==> config.mk <==
export PLATFORM = sky130hd
export DESIGN_NAME = rxto_timer
export DESIGN_NICKNAME = d
export VERILOG_FILES = /design/src/rtl/rxto_pkg.sv /design/src/rtl/rxto_frame_len.sv /design/src/rtl/rxto_ctrl.sv /design/src/rtl/rxto_timer.sv
export SDC_FILE = /design/constraint.sdc
export NUM_CORES = 1
export LEC_CHECK = 0
export CAP_MARGIN = 20
export CORE_MARGIN = 5
export CORE_UTILIZATION = 35
export CTS_BUF_LIST = sky130_fd_sc_hd__clkbuf_8
export DETAILED_ROUTE_END_ITERATION = 10
export GPL_TIMING_DRIVEN = 0
export PLACE_DENSITY = 0.54
export REMOVE_ABC_BUFFERS = 1
export SLEW_MARGIN = 10
export SYNTH_ARGS = -nofsm -noshare
export SYNTH_HDL_FRONTEND = slang
export SYNTH_HIERARCHICAL = 1
export SYNTH_SLANG_ARGS = --single-unit
==> constraint.sdc <==
create_clock -name clk -period 3.1 [get_ports clk]
set_input_delay 0.465 -clock clk [delete_from_list [all_inputs] [get_ports clk]]
set_output_delay 0.465 -clock clk [all_outputs]
set_load 0.01 [all_outputs]
==> src/rtl/rxto_pkg.sv <==
package rxto_pkg;
    typedef enum logic [1:0] {
        ST_IDLE    = 2'd0,
        ST_TIMING  = 2'd1,
        ST_PENDING = 2'd2
    } rxto_state_e;

    // Frame bits: start + 5 data + 1 stop = 7, plus the optional pieces
    localparam int unsigned BASE_FRAME_BITS = 7;
    localparam int unsigned MAX_FRAME_BITS  = 12;
endpackage

==> src/rtl/rxto_frame_len.sv <==
module rxto_frame_len #(
    parameter int unsigned OSR       = 16,
    parameter int unsigned NUM_CHARS = 4,
    parameter int unsigned CNT_W     = 10
) (
    input  logic [1:0]       data_len,
    input  logic             parity_en,
    input  logic             two_stop,
    output logic [CNT_W-1:0] limit
);
    import rxto_pkg::*;

    localparam int unsigned UNIT = OSR * NUM_CHARS;

    logic [3:0] frame_bits;

    always_comb begin
        frame_bits = 4'(BASE_FRAME_BITS) + {2'b00, data_len}
                   + {3'b000, parity_en} + {3'b000, two_stop};
        limit      = CNT_W'(UNIT) * CNT_W'(frame_bits);
    end
endmodule

==> src/rtl/rxto_ctrl.sv <==
module rxto_ctrl #(
    parameter int unsigned CNT_W = 10
) (
    input  logic             clk,
    input  logic             rst_n,
    input  logic             baud_tick,
    input  logic             has_data,
    input  logic             rx_char_stb,
    input  logic             cpu_rd_stb,
    input  logic             fifo_en,
    input  logic             rx_int_en,
    input  logic [CNT_W-1:0] limit,
    output logic             timeout_irq
);
    import rxto_pkg::*;

    rxto_state_e      state_q, state_d;
    logic [CNT_W-1:0] cnt_q, cnt_d;
    logic             pending;

    // Next-state and counter update
    always_comb begin
        state_d = state_q;
        cnt_d   = cnt_q;
        unique case (state_q)
            ST_IDLE: begin
                cnt_d = '0;
                if (has_data) state_d = ST_TIMING;
            end
            ST_TIMING: begin
                if (!has_data) begin
                    state_d = ST_IDLE;
                    cnt_d   = '0;
                end else if (rx_char_stb || cpu_rd_stb) begin
                    cnt_d = '0;
                end else if (baud_tick) begin
                    if (cnt_q + CNT_W'(1) >= limit) begin
                        state_d = ST_PENDING;
                        cnt_d   = '0;
                    end else begin
                        cnt_d = cnt_q + CNT_W'(1);
                    end
                end
            end
            ST_PENDING: begin
                cnt_d = '0;
                if (!has_data)       state_d = ST_IDLE;
                else if (cpu_rd_stb) state_d = ST_TIMING;
            end
            default: begin
                state_d = ST_IDLE;
                cnt_d   = '0;
            end
        endcase
    end

    // State register
    always_ff @(posedge clk or negedge rst_n) begin
        if (!rst_n) begin
            state_q <= ST_IDLE;
            cnt_q   <= '0;
        end else begin
            state_q <= state_d;
            cnt_q   <= cnt_d;
        end
    end

    // Outputs
    always_comb begin
        pending     = (state_q == ST_PENDING);
        timeout_irq = pending && fifo_en && rx_int_en;
    end


    fire_at_limit_chk: assert property (@(posedge clk) disable iff (!rst_n)
        $rose(pending) |-> ($past(baud_tick) && ($past(cnt_q) + CNT_W'(1) >= $past(limit))));


    empty_goes_idle_chk: assert property (@(posedge clk) disable iff (!rst_n)
        !has_data |=> (state_q == ST_IDLE));


    hold_without_tick_chk: assert property (@(posedge clk) disable iff (!rst_n)
        (state_q == ST_TIMING && has_data && !baud_tick && !rx_char_stb && !cpu_rd_stb)
        |=> $stable(cnt_q));


    restart_on_activity_chk: assert property (@(posedge clk) disable iff (!rst_n)
        (state_q == ST_TIMING && (rx_char_stb || cpu_rd_stb)) |=> (cnt_q == '0));


    read_clears_pending_chk: assert property (@(posedge clk) disable iff (!rst_n)
        (pending && cpu_rd_stb) |=> !pending);


    rx_keeps_pending_chk: assert property (@(posedge clk) disable iff (!rst_n)
        (pending && has_data && !cpu_rd_stb) |=> pending);
endmodule

==> src/rtl/rxto_timer.sv <==
module rxto_timer #(
    parameter int unsigned OSR        = 16,
    parameter int unsigned NUM_CHARS  = 4,
    parameter int unsigned FIFO_DEPTH = 16,
    localparam int unsigned OCC_W     = $clog2(FIFO_DEPTH + 1)
) (
    input  logic             clk,
    input  logic             rst_n,
    input  logic             baud_tick,
    input  logic [1:0]       data_len,
    input  logic             parity_en,
    input  logic             two_stop,
    input  logic             fifo_en,
    input  logic             rx_int_en,
    input  logic [OCC_W-1:0] fifo_level,
    input  logic             rx_char_stb,
    input  logic             cpu_rd_stb,
    output logic             timeout_irq
);
    localparam int unsigned CNT_W =
        $clog2(OSR * NUM_CHARS * rxto_pkg::MAX_FRAME_BITS + 1);

    logic [CNT_W-1:0] limit;
    logic             has_data;

    assign has_data = (fifo_level != '0);

    rxto_frame_len #(
        .OSR       (OSR),
        .NUM_CHARS (NUM_CHARS),
        .CNT_W     (CNT_W)
    ) u_frame_len (
        .data_len  (data_len),
        .parity_en (parity_en),
        .two_stop  (two_stop),
        .limit     (limit)
    );

    rxto_ctrl #(
        .CNT_W (CNT_W)
    ) u_ctrl (
        .clk         (clk),
        .rst_n       (rst_n),
        .baud_tick   (baud_tick),
        .has_data    (has_data),
        .rx_char_stb (rx_char_stb),
        .cpu_rd_stb  (cpu_rd_stb),
        .fifo_en     (fifo_en),
        .rx_int_en   (rx_int_en),
        .limit       (limit),
        .timeout_irq (timeout_irq)
    );


    gate_off_chk: assert property (@(posedge clk) disable iff (!rst_n)
        (!fifo_en || !rx_int_en) |-> !timeout_irq);
endmodule

==> impl_metrics.tcl, run 1 <==
set metrics [dict create \
    nFillCells 295 \
    async_flop_share 1.00 \
    detail_route.first_pass.iterations 4 \
    syn_to_final_growth_pct 28.6 \
    antenna-diode-count 0 \
    antenna_found_initial 0 \
    p_per_area_nw_per_um2 282 \
    yosys_register_bits 12 \
    synth_ff_type "dfrtp_1" \
    synth_seq_area_share 0.267 \
    worst_hold_slack_ns 0.527 \
    cts_sink_cnt 12 \
    endpoint_kind "flip-flop" \
    run_status "finished clean" \
    wl_microns 2360 \
    initial_core_util 0.365 \
    cts.root.buffer_cell "clkbuf_8" \
    fin_total_pwr_mw 0.408 \
    fin_worst_skew_ns 0.00804 \
    yosysUniqueCellTypes 35 \
    min_period_over_period 0.963 \
    gp_routability_congestion 0.843 \
    worst_vdd_rail_ir_drop_v 0.000206 \
    crit_path_cell_chain "dlygate4sd2_1 -> inv_1 -> ha_1 -> inv_2 -> ha_4 -> fa_2 -> inv_1 -> ha_4 -> a211o_1 -> a21oi_2 -> o31ai_4 -> buf_4 -> or3_1 -> o21ai_1" \
    io_pins 17 \
    clock_latency_ns 0.24 \
    dr_wl_met2_microns 1140 \
    syn_area_per_cell_sq_um 8.79 \
    path_class "primary input to flip-flop" \
    syn_area_sq_um 1120 \
    cp.arrival_ns 3.14 \
    layout_min_cycle_time_ns 2.98 \
    synth-edff-count 0 \
    worst-endpoint-required_ns 3.26 \
    floorplan.die_area_sq_um 4450 \
    global_route_wire_length_before_repair_microns 4100 \
    wl_met1_microns 1160 \
    hold_path_class "flip-flop to flip-flop" \
    max_slew.worst_pin.slew_ns 0.570 \
    vias 938 \
    buffer_ports.inserted 16 \
    crit_fanout 4 \
    grt_start_max_net_pins 13 \
    worst_path_largest_cell_delay_ns 0.52 \
    cts_buffer_depth 2 \
    globalRouteOverflowTotal 0 \
    max_cap_viol_count 0 \
    routed.top_layer "met4" \
    clkSlewWorstSetupHoldPaths_ns 0.05 \
    core_region_area_sq_um 3080 \
    grt_setup_unrepaired "yes" \
    nNetsFinal 183 \
    rows 20 \
    max_slew_margin 0.619 \
    place_hpwl_microns 1900 \
    placed_area_sq_um 1310 \
    final_layout_size_suffix_gt1_frac 0.141 \
    r2r_setup_slack_ns 0.28 \
    cpMaxStageDelayCell "fa_2" \
    floorplan.die.width_microns 66.7 \
    synthesis.yosys.warnings 6 \
    fp.dieH_microns 66.7 \
    remaining_drc_errors 0 \
    met3RoutedLength_microns 43 \
    hold_viol 0 \
    detail-route-antenna-nets 0 \
    post_cts_hold_buffer_count 0 \
    cts_tree "built" \
    grt.total_usage 0.121 \
    total_leakage_power_nw 0.678 \
    htree_num_levels 1 \
    detail_route.vias_per_cell 4.86 \
    syn-instance-count 128 \
    post_drt_wl_per_cell_microns 12.2 \
    finalSetupViolations 0 \
    number_of_global_route_vias_before_repair 982 \
    timing.critical_path.from_type "primary input" \
    drtIter0Drc 40 \
    cts_inserted_buffers 3 \
    clock.fmax_mhz 335 \
    slew_violations 0 \
    stdcell_area_sq_um 1450 \
]
-- metrics by stage --
stage	setup TNS, ns	std cells	setup slack, ns	utilization
2_1_floorplan	0	126	0.272	-
3_3_place_gp	-4.26	186	-0.412	0.426
3_5_place_dp	-5.00	186	-0.476	0.426
4_1_cts	0	192	0.150	0.465
5_1_grt	-0.00910	193	-0.00910	0.470
6_report	0	193	0.116	0.470
-- critical path, delay by kind of cell --
family	cells	cell delay, ns
AO/OA/AOI/OAI	4	0.69
adder cells (fa/ha/maj)	4	1.15
AND/OR/NAND/NOR	1	0.35
buffers and inverters	5	0.48
-- synth_stat cells, types with 3 or more instances --
master / instances / area share
nand2b_1: 4 / 0.022
a21oi_1: 6 / 0.027
inv_1: 19 / 0.063
ha_1: 15 / 0.17
nor3_1: 4 / 0.018
xnor2_1: 6 / 0.047
dfrtp_1: 12 / 0.27
nor2_1: 3 / 0.010
nand3_1: 9 / 0.040
and3_1: 3 / 0.017
a21o_1: 3 / 0.020
buf_4: 6 / 0.040
nand2_1: 8 / 0.027
a22o_1: 7 / 0.055
-- worst paths after layout --
path / to / start / depth (start not counted)
setup / recovery: u_ctrl/cnt_q[0] / data_len[0] / 14
hold / removal: u_ctrl/cnt_q[8] / u_ctrl/cnt_q[8] / 1
setup reg to reg: u_ctrl/cnt_q[0] / u_ctrl/cnt_q[0] / 11
hold reg to reg: u_ctrl/cnt_q[8] / u_ctrl/cnt_q[8] / 1
max in group asynchronous: u_ctrl/cnt_q[2] / rst_n / 1
min in group asynchronous: u_ctrl/cnt_q[7] / rst_n / 1
-- cell type report --
class	instances	area, sq um	area share
timing repair buffer	20	191	0.132
sequential	12	300	0.208
clock buffer	3	41.3	0.0285
multi-input combinational	95	787	0.544
inverter	19	71.3	0.0493
tap	44	55.1	0.0381
-- cells in the final DEF (no fill, tap or decap), types with 4 or more instances in the layout --
cell             count
clkdlybuf4s50_1     14
nand3_1              9
nand2b_1             4
nor3_1               4
dfrtp_1             12
conb_1               6
ha_1                12
xnor2_1              5
nand2_1              8
a22o_1               7
inv_1               18
a21oi_1              4
-- report_power, final --
| part | total, mW | internal [mW] | switching (mW) |
|---|---|---|---|
| sequential | 0.171 | 0.162 | 0.00859 |
| combinational | 0.0996 | 0.0509 | 0.0487 |
| clock | 0.138 | 0.0852 | 0.0526 |
| total | 0.408 | 0.298 | 0.110 |
-- cells by family (layout without fill, tap and decap cells) --
kind of cell | Yosys count | after routing | share of synthesized area
adder cells (fa/ha/maj) | 16 | 16 | 0.185
other | 1 | 6 | 0.00333
AND/OR/NAND/NOR | 39 | 39 | 0.198
buffers and inverters | 26 | 42 | 0.107
AO/OA/AOI/OAI | 27 | 27 | 0.186
XOR/XNOR | 7 | 7 | 0.0545
flip-flops | 12 | 12 | 0.267
-- state kept, by name, indices dropped and copies added (netlist names) --
name and cells:
u_ctrl/cnt_q 10, u_ctrl/state_q 2
-- per-layer routing --
| metal | vias up | GRT usage |
|---|---|---|
| met5 | - | 0 |
| met4 | 0 | 0.0305 |
| met3 | 2 | 0.0354 |
| met2 | 6 | 0.204 |
| met1 | 450 | 0.149 |
| li1 | 480 | - |
-- what timing repair did --
| action | in CTS | in global routing |
|---|---|---|
| buffers inserted | 3 | 1 |
| endpoints found under the setup margin | 12 | 1 |
| resized for setup | 12 | 1 |
| pin swaps | 13 | 4 |
| hold endpoints to repair | 0 | 0 |
(Power assumes the default switching activity.)
==> run 2, diff against run 1 <==
--- a/config.mk
+++ b/config.mk
@@ -7,11 +7,11 @@
 export LEC_CHECK = 0
 export CAP_MARGIN = 20
 export CORE_MARGIN = 5
-export CORE_UTILIZATION = 35
+export CORE_UTILIZATION = 50
 export CTS_BUF_LIST = sky130_fd_sc_hd__clkbuf_8
 export DETAILED_ROUTE_END_ITERATION = 10
 export GPL_TIMING_DRIVEN = 0
-export PLACE_DENSITY = 0.54
+export PLACE_DENSITY = 0.73
 export REMOVE_ABC_BUFFERS = 1
 export SLEW_MARGIN = 10
 export SYNTH_ARGS = -nofsm -noshare
==> impl_metrics.tcl, run 2 (synthesis gave the netlist of run 1 again) <==
set metrics [dict create \
    number_of_global_route_vias_before_repair 946 \
    globalRouteOverflowTotal 0 \
    p_per_area_nw_per_um2 291 \
    clock_latency_ns 0.24 \
    seqPwrFrac 0.417 \
    layout_common_cells "inv_1 (18), clkdlybuf4s50_1 (14), ha_1 (12), dfrtp_1 (12), nand3_1 (9)" \
    worst_vdd_rail_ir_drop_v 0.000210 \
    placed_cells_incl_taps 170 \
    dpl_worst_slack_ns -0.454 \
    rows 17 \
    stdcell_area_sq_um 1410 \
    syn_to_final_growth_pct 25.0 \
    cts_buffer_depth 2 \
    antenna_found_initial 0 \
    vias 945 \
    slew_violations 0 \
    largest_register_ffs 10 \
    nFillCells 194 \
    setup_tns_ns 0 \
    cp.arrival_ns 3.03 \
    antenna-diode-count 0 \
    timing.critical_path.from_type "primary input" \
    p_switching_mw 0.110 \
    layout_min_cycle_time_ns 2.92 \
    max_slew.worst_pin.slew_ns 0.547 \
    place_hpwl_microns 1800 \
    floorplan.die_area_sq_um 3300 \
    total_leakage_power_nw 0.665 \
    hold_viol 0 \
    regMostFlops "u_ctrl/cnt_q" \
    cts_sink_cnt 12 \
    endpoint_kind "flip-flop" \
    post_drt_wl_per_cell_microns 13.0 \
    detail_route.vias_per_cell 5.37 \
    fin_worst_skew_ns 0.00815 \
    drtIter0Drc 18 \
    hold_path_class "flip-flop to flip-flop" \
    io_pins 17 \
    clkSlewWorstSetupHoldPaths_ns 0.04 \
    floorplan.die.width_microns 57.4 \
    global_route_wire_length_before_repair_microns 4030 \
    combPwrFrac 0.247 \
    final_layout_size_suffix_gt1_frac 0.128 \
    clock.fmax_mhz 343 \
    finalNonFillerCells 176 \
    max_slew_margin 0.634 \
    setup_slack_ns 0.183 \
    cts.root.buffer_cell "clkbuf_8" \
    max_cap_viol_count 0 \
    fp.dieH_microns 57.4 \
    netSwitchingFraction 0.268 \
    cts_inserted_buffers 3 \
    nNetsFinal 182 \
    initial_core_util 0.518 \
    buffer_ports.inserted 16 \
    biggestRegsByFlops "u_ctrl/cnt_q: 10 flops, u_ctrl/state_q: 2 flops" \
    power.clock.fraction 0.336 \
    crit_fanout 5 \
    remaining_drc_errors 0 \
    grt_setup_unrepaired "no" \
    gp_routability_congestion 0.793 \
    layout_commonest_cell "inv_1" \
    core_region_area_sq_um 2170 \
    power_report.internal_total_mw 0.299 \
    htree_num_levels 1 \
    detail-route-antenna-nets 0 \
    worst-endpoint-required_ns 3.21 \
    wl_microns 2290 \
    run_status "finished clean" \
    grt_start_max_net_pins 13 \
    detail_route.first_pass.iterations 4 \
    min_period_over_period 0.941 \
    grt.total_usage 0.156 \
    placed_area_sq_um 1290 \
    utilization 0.648 \
    finalSetupViolations 0 \
    path_class "primary input to flip-flop" \
    cts_tree "built" \
]
[run 2: changes by cell type in the layout (fill, tap and decap cells not counted), sizes merged]
cell  before  now
buf        4    3
[run 2: worst max-delay path: stages]
cell and delay (ns):
dlygate4sd2_1 0.19, inv_1 0.04, ha_1 0.26, inv_1 0.04, ha_2 0.18, fa_2 0.35
xnor2_1 0.14, inv_1 0.08, ha_4 0.27, nand4_1 0.18, o31ai_4 0.43, nor3_4 0.09
buf_6 0.14, a22o_1 0.18
[run 2: stage by stage]
stage,hold slack [ns],total power [mW]
4_1_cts,0.520,0.411
3_3_place_gp,0.502,0.255
2_1_floorplan,0.169,0.224
5_1_grt,0.564,0.437
3_5_place_dp,0.510,0.261
6_report,0.536,0.409
[run 2: power by group through the flow]
stage | logic [mW] | registers [mW] | clock network [mW]
2_1_floorplan | 0.0533 | 0.170 | 0
5_1_grt | 0.116 | 0.172 | 0.149
6_report | 0.101 | 0.170 | 0.138
4_1_cts | 0.101 | 0.170 | 0.140
3_3_place_gp | 0.0831 | 0.172 | 0
3_5_place_dp | 0.0877 | 0.173 | 0
[run 2: layer usage]
layer	global-route usage	wire (microns)	up-vias
met4	0.0430	34	0
met3	0.0430	98	5
met1	0.190	952	444
li1	-	-	477
met2	0.268	1210	19
met5	0	0	-
[run 2: worst paths after layout]
check,startpoint,endpoint,slack (ns),cells after the start
max reg2reg,u_ctrl/cnt_q[0],u_ctrl/cnt_q[8],0.33,12
min,u_ctrl/cnt_q[9],u_ctrl/cnt_q[9],0.54,1
max in group asynchronous,rst_n,u_ctrl/cnt_q[6],2.15,1
min reg2reg,u_ctrl/cnt_q[9],u_ctrl/cnt_q[9],0.54,1
max,two_stop,u_ctrl/cnt_q[8],0.18,14
min in group asynchronous,rst_n,u_ctrl/cnt_q[0],0.58,1
[run 2: area by class of cell]
cell class / instances / area, sq um / share of cell area
inverters: 19 / 71.3 / 0.0507
repair buffers: 19 / 188 / 0.133
multi-input cells: 95 / 771 / 0.548
well taps: 28 / 35.0 / 0.0249
flip-flops and latches: 12 / 300 / 0.214
clock buffers: 3 / 41.3 / 0.0294
[run 2: repair_timing]
item | 4_1_cts | 5_1_grt
hold endpoints to repair | 0 | 0
setup endpoints to repair | 12 | 0
setup buffers | 3 | 0
hold buffers | 0 | 0
gates resized for setup | 13 | 0
==> run 3, diff against run 2 <==
--- a/config.mk
+++ b/config.mk
@@ -6,7 +6,7 @@
 export NUM_CORES = 1
 export LEC_CHECK = 0
 export CAP_MARGIN = 20
-export CORE_MARGIN = 5
+export CORE_MARGIN = 4
 export CORE_UTILIZATION = 50
 export CTS_BUF_LIST = sky130_fd_sc_hd__clkbuf_8
 export DETAILED_ROUTE_END_ITERATION = 10
==> impl_metrics.tcl, run 3 (synthesis gave the netlist of run 1 again) <==
set metrics [dict create \
    multi_input_area_sq_um 767 \
    path_class "primary input to flip-flop" \
    cts_sink_cnt 12 \
    biggestRegsByFlops "u_ctrl/cnt_q: 10 flops, u_ctrl/state_q: 2 flops" \
    regMostFlops "u_ctrl/cnt_q" \
    critPathTopFamily "adder cells" \
    clock_latency_ns 0.24 \
    clkSlewWorstSetupHoldPaths_ns 0.05 \
    detail_route.vias_per_cell 5.51 \
    worst_path_largest_cell_delay_ns 0.44 \
    finalSetupViolations 0 \
    cpMaxStageDelayCell "o31ai_4" \
    regToRegEndpoint "u_ctrl/cnt_q[9]" \
    gp_routability_congestion 0.789 \
    hold_path_class "flip-flop to flip-flop" \
    antenna_found_initial 0 \
    antenna-diode-count 0 \
    worst_hold_slack_ns 0.548 \
    core_region_area_sq_um 2040 \
    remaining_drc_errors 0 \
    fin_total_pwr_mw 0.433 \
    globalRouteOverflowTotal 0 \
    cts_tree "built" \
    min_to "u_ctrl/cnt_q[8]" \
    final_layout_size_suffix_gt1_frac 0.116 \
    nNetsFinal 179 \
    fin_worst_skew_ns 0.00369 \
    largest_register_ffs 10 \
    worst-r2r-cell-count 10 \
    worst_r2r_startpoint "u_ctrl/cnt_q[0]" \
    hold_viol 0 \
    cp.arrival_ns 3.06 \
    max_cap_viol_count 0 \
    initial_core_util 0.551 \
    grt_setup_unrepaired "no" \
    cts_setup_buffers 0 \
    timing.critical_path.from_type "primary input" \
    total_leakage_power_nw 0.657 \
    max_slew.worst_pin.slew_ns 0.554 \
    setup_tns_ns 0 \
    setup_slack_ns 0.163 \
    post_drt_wl_per_cell_microns 14.6 \
    min_period_over_period 0.947 \
    global_route_wire_length_before_repair_microns 4350 \
    slew_violations 0 \
    worst-endpoint-required_ns 3.22 \
    min_path_cells 1 \
    vias 953 \
    cts.root.buffer_cell "clkbuf_8" \
    nFillCells 177 \
    r2r_setup_slack_ns 0.36 \
    startpoint "two_stop" \
    run_status "finished clean" \
    clock.fmax_mhz 340 \
    worst_vdd_rail_ir_drop_v 0.000371 \
    floorplan.die_area_sq_um 3070 \
    layout_common_cells "inv_1 (17), clkdlybuf4s50_1 (14), ha_1 (13), dfrtp_1 (12), nand3_1 (9)" \
    detail_route.first_pass.iterations 4 \
    io_pins 17 \
    syn_to_final_growth_pct 23.1 \
    grt_start_max_net_pins 13 \
    crit_fanout 5 \
    endpoint_kind "flip-flop" \
    drtIter0Drc 49 \
    max_slew_margin 0.630 \
    hp-start "u_ctrl/cnt_q[8]" \
    cts_buffer_depth 2 \
    grt.total_usage 0.173 \
    wl_microns 2530 \
    crit_path_cell_chain "dlygate4sd2_1 -> inv_1 -> ha_1 -> inv_2 -> ha_4 -> fa_2 -> xnor2_1 -> inv_1 -> ha_1 -> nand4_1 -> o31ai_4 -> o21ai_1 -> a32o_1" \
    placed_cells_incl_taps 169 \
    place_hpwl_microns 1970 \
    crit_buf_inv 4 \
    fp.dieH_microns 55.4 \
    detail-route-antenna-nets 0 \
    buffer_ports.inserted 16 \
    rows 16 \
    number_of_global_route_vias_before_repair 979 \
    seq_area_sq_um 300 \
    cts_inserted_buffers 3 \
    dpl_worst_slack_ns -0.478 \
    floorplan.die.width_microns 55.4 \
    finalNonFillerCells 173 \
    layout_min_cycle_time_ns 2.94 \
    p_per_area_nw_per_um2 313 \
    htree_num_levels 1 \
    layout_commonest_cell "inv_1" \
]
## run 3: power breakdown
| part | switching, mW | internal (mW) |
|---|---|---|
| Clock | 0.0555 | 0.112 |
| Combinational | 0.0485 | 0.0467 |
| Sequential | 0.00839 | 0.162 |
| Total | 0.112 | 0.321 |
## run 3: metal layers
metal / wire [microns] / GRT usage / vias to the layer above
met5: 0 / 0 / -
met2: 1340 / 0.313 / 31
met1: 1030 / 0.203 / 450
li1: - / - / 470
met4: 19 / 0.0243 / 0
met3: 147 / 0.0536 / 2
## run 3: what timing repair did
action | in CTS | in global routing
hold buffers | 0 | 0
resized for setup | 11 | 0
endpoints found under the setup margin | 12 | 0
## run 3: per-stage QoR
step,utilization,cell area [sq um]
6_report,0.678,1390
5_1_grt,0.678,1390
4_1_cts,0.678,1390
3_5_place_dp,0.631,1290
3_3_place_gp,0.631,1290
2_1_floorplan,-,1090
## run 3: final cells by class
class / instances / share of cell area
clock buffers: 4 / 0.0397
multi-input cells: 95 / 0.554
well taps: 27 / 0.0244
inverters: 19 / 0.0515
flip-flops and latches: 12 / 0.217
repair buffers: 16 / 0.114
## run 3: worst max path at each step
stage / endpoint / slack [ns] / cells after the start
floorplan: u_ctrl/state_q[0] / 0.27 / 12
global placement: u_ctrl/state_q[0] / -0.40 / 13
detailed placement: u_ctrl/state_q[0] / -0.48 / 13
CTS: u_ctrl/cnt_q[9] / 0.19 / 13
global route: u_ctrl/state_q[0] / 0.09 / 13
finish: u_ctrl/state_q[0] / 0.16 / 13
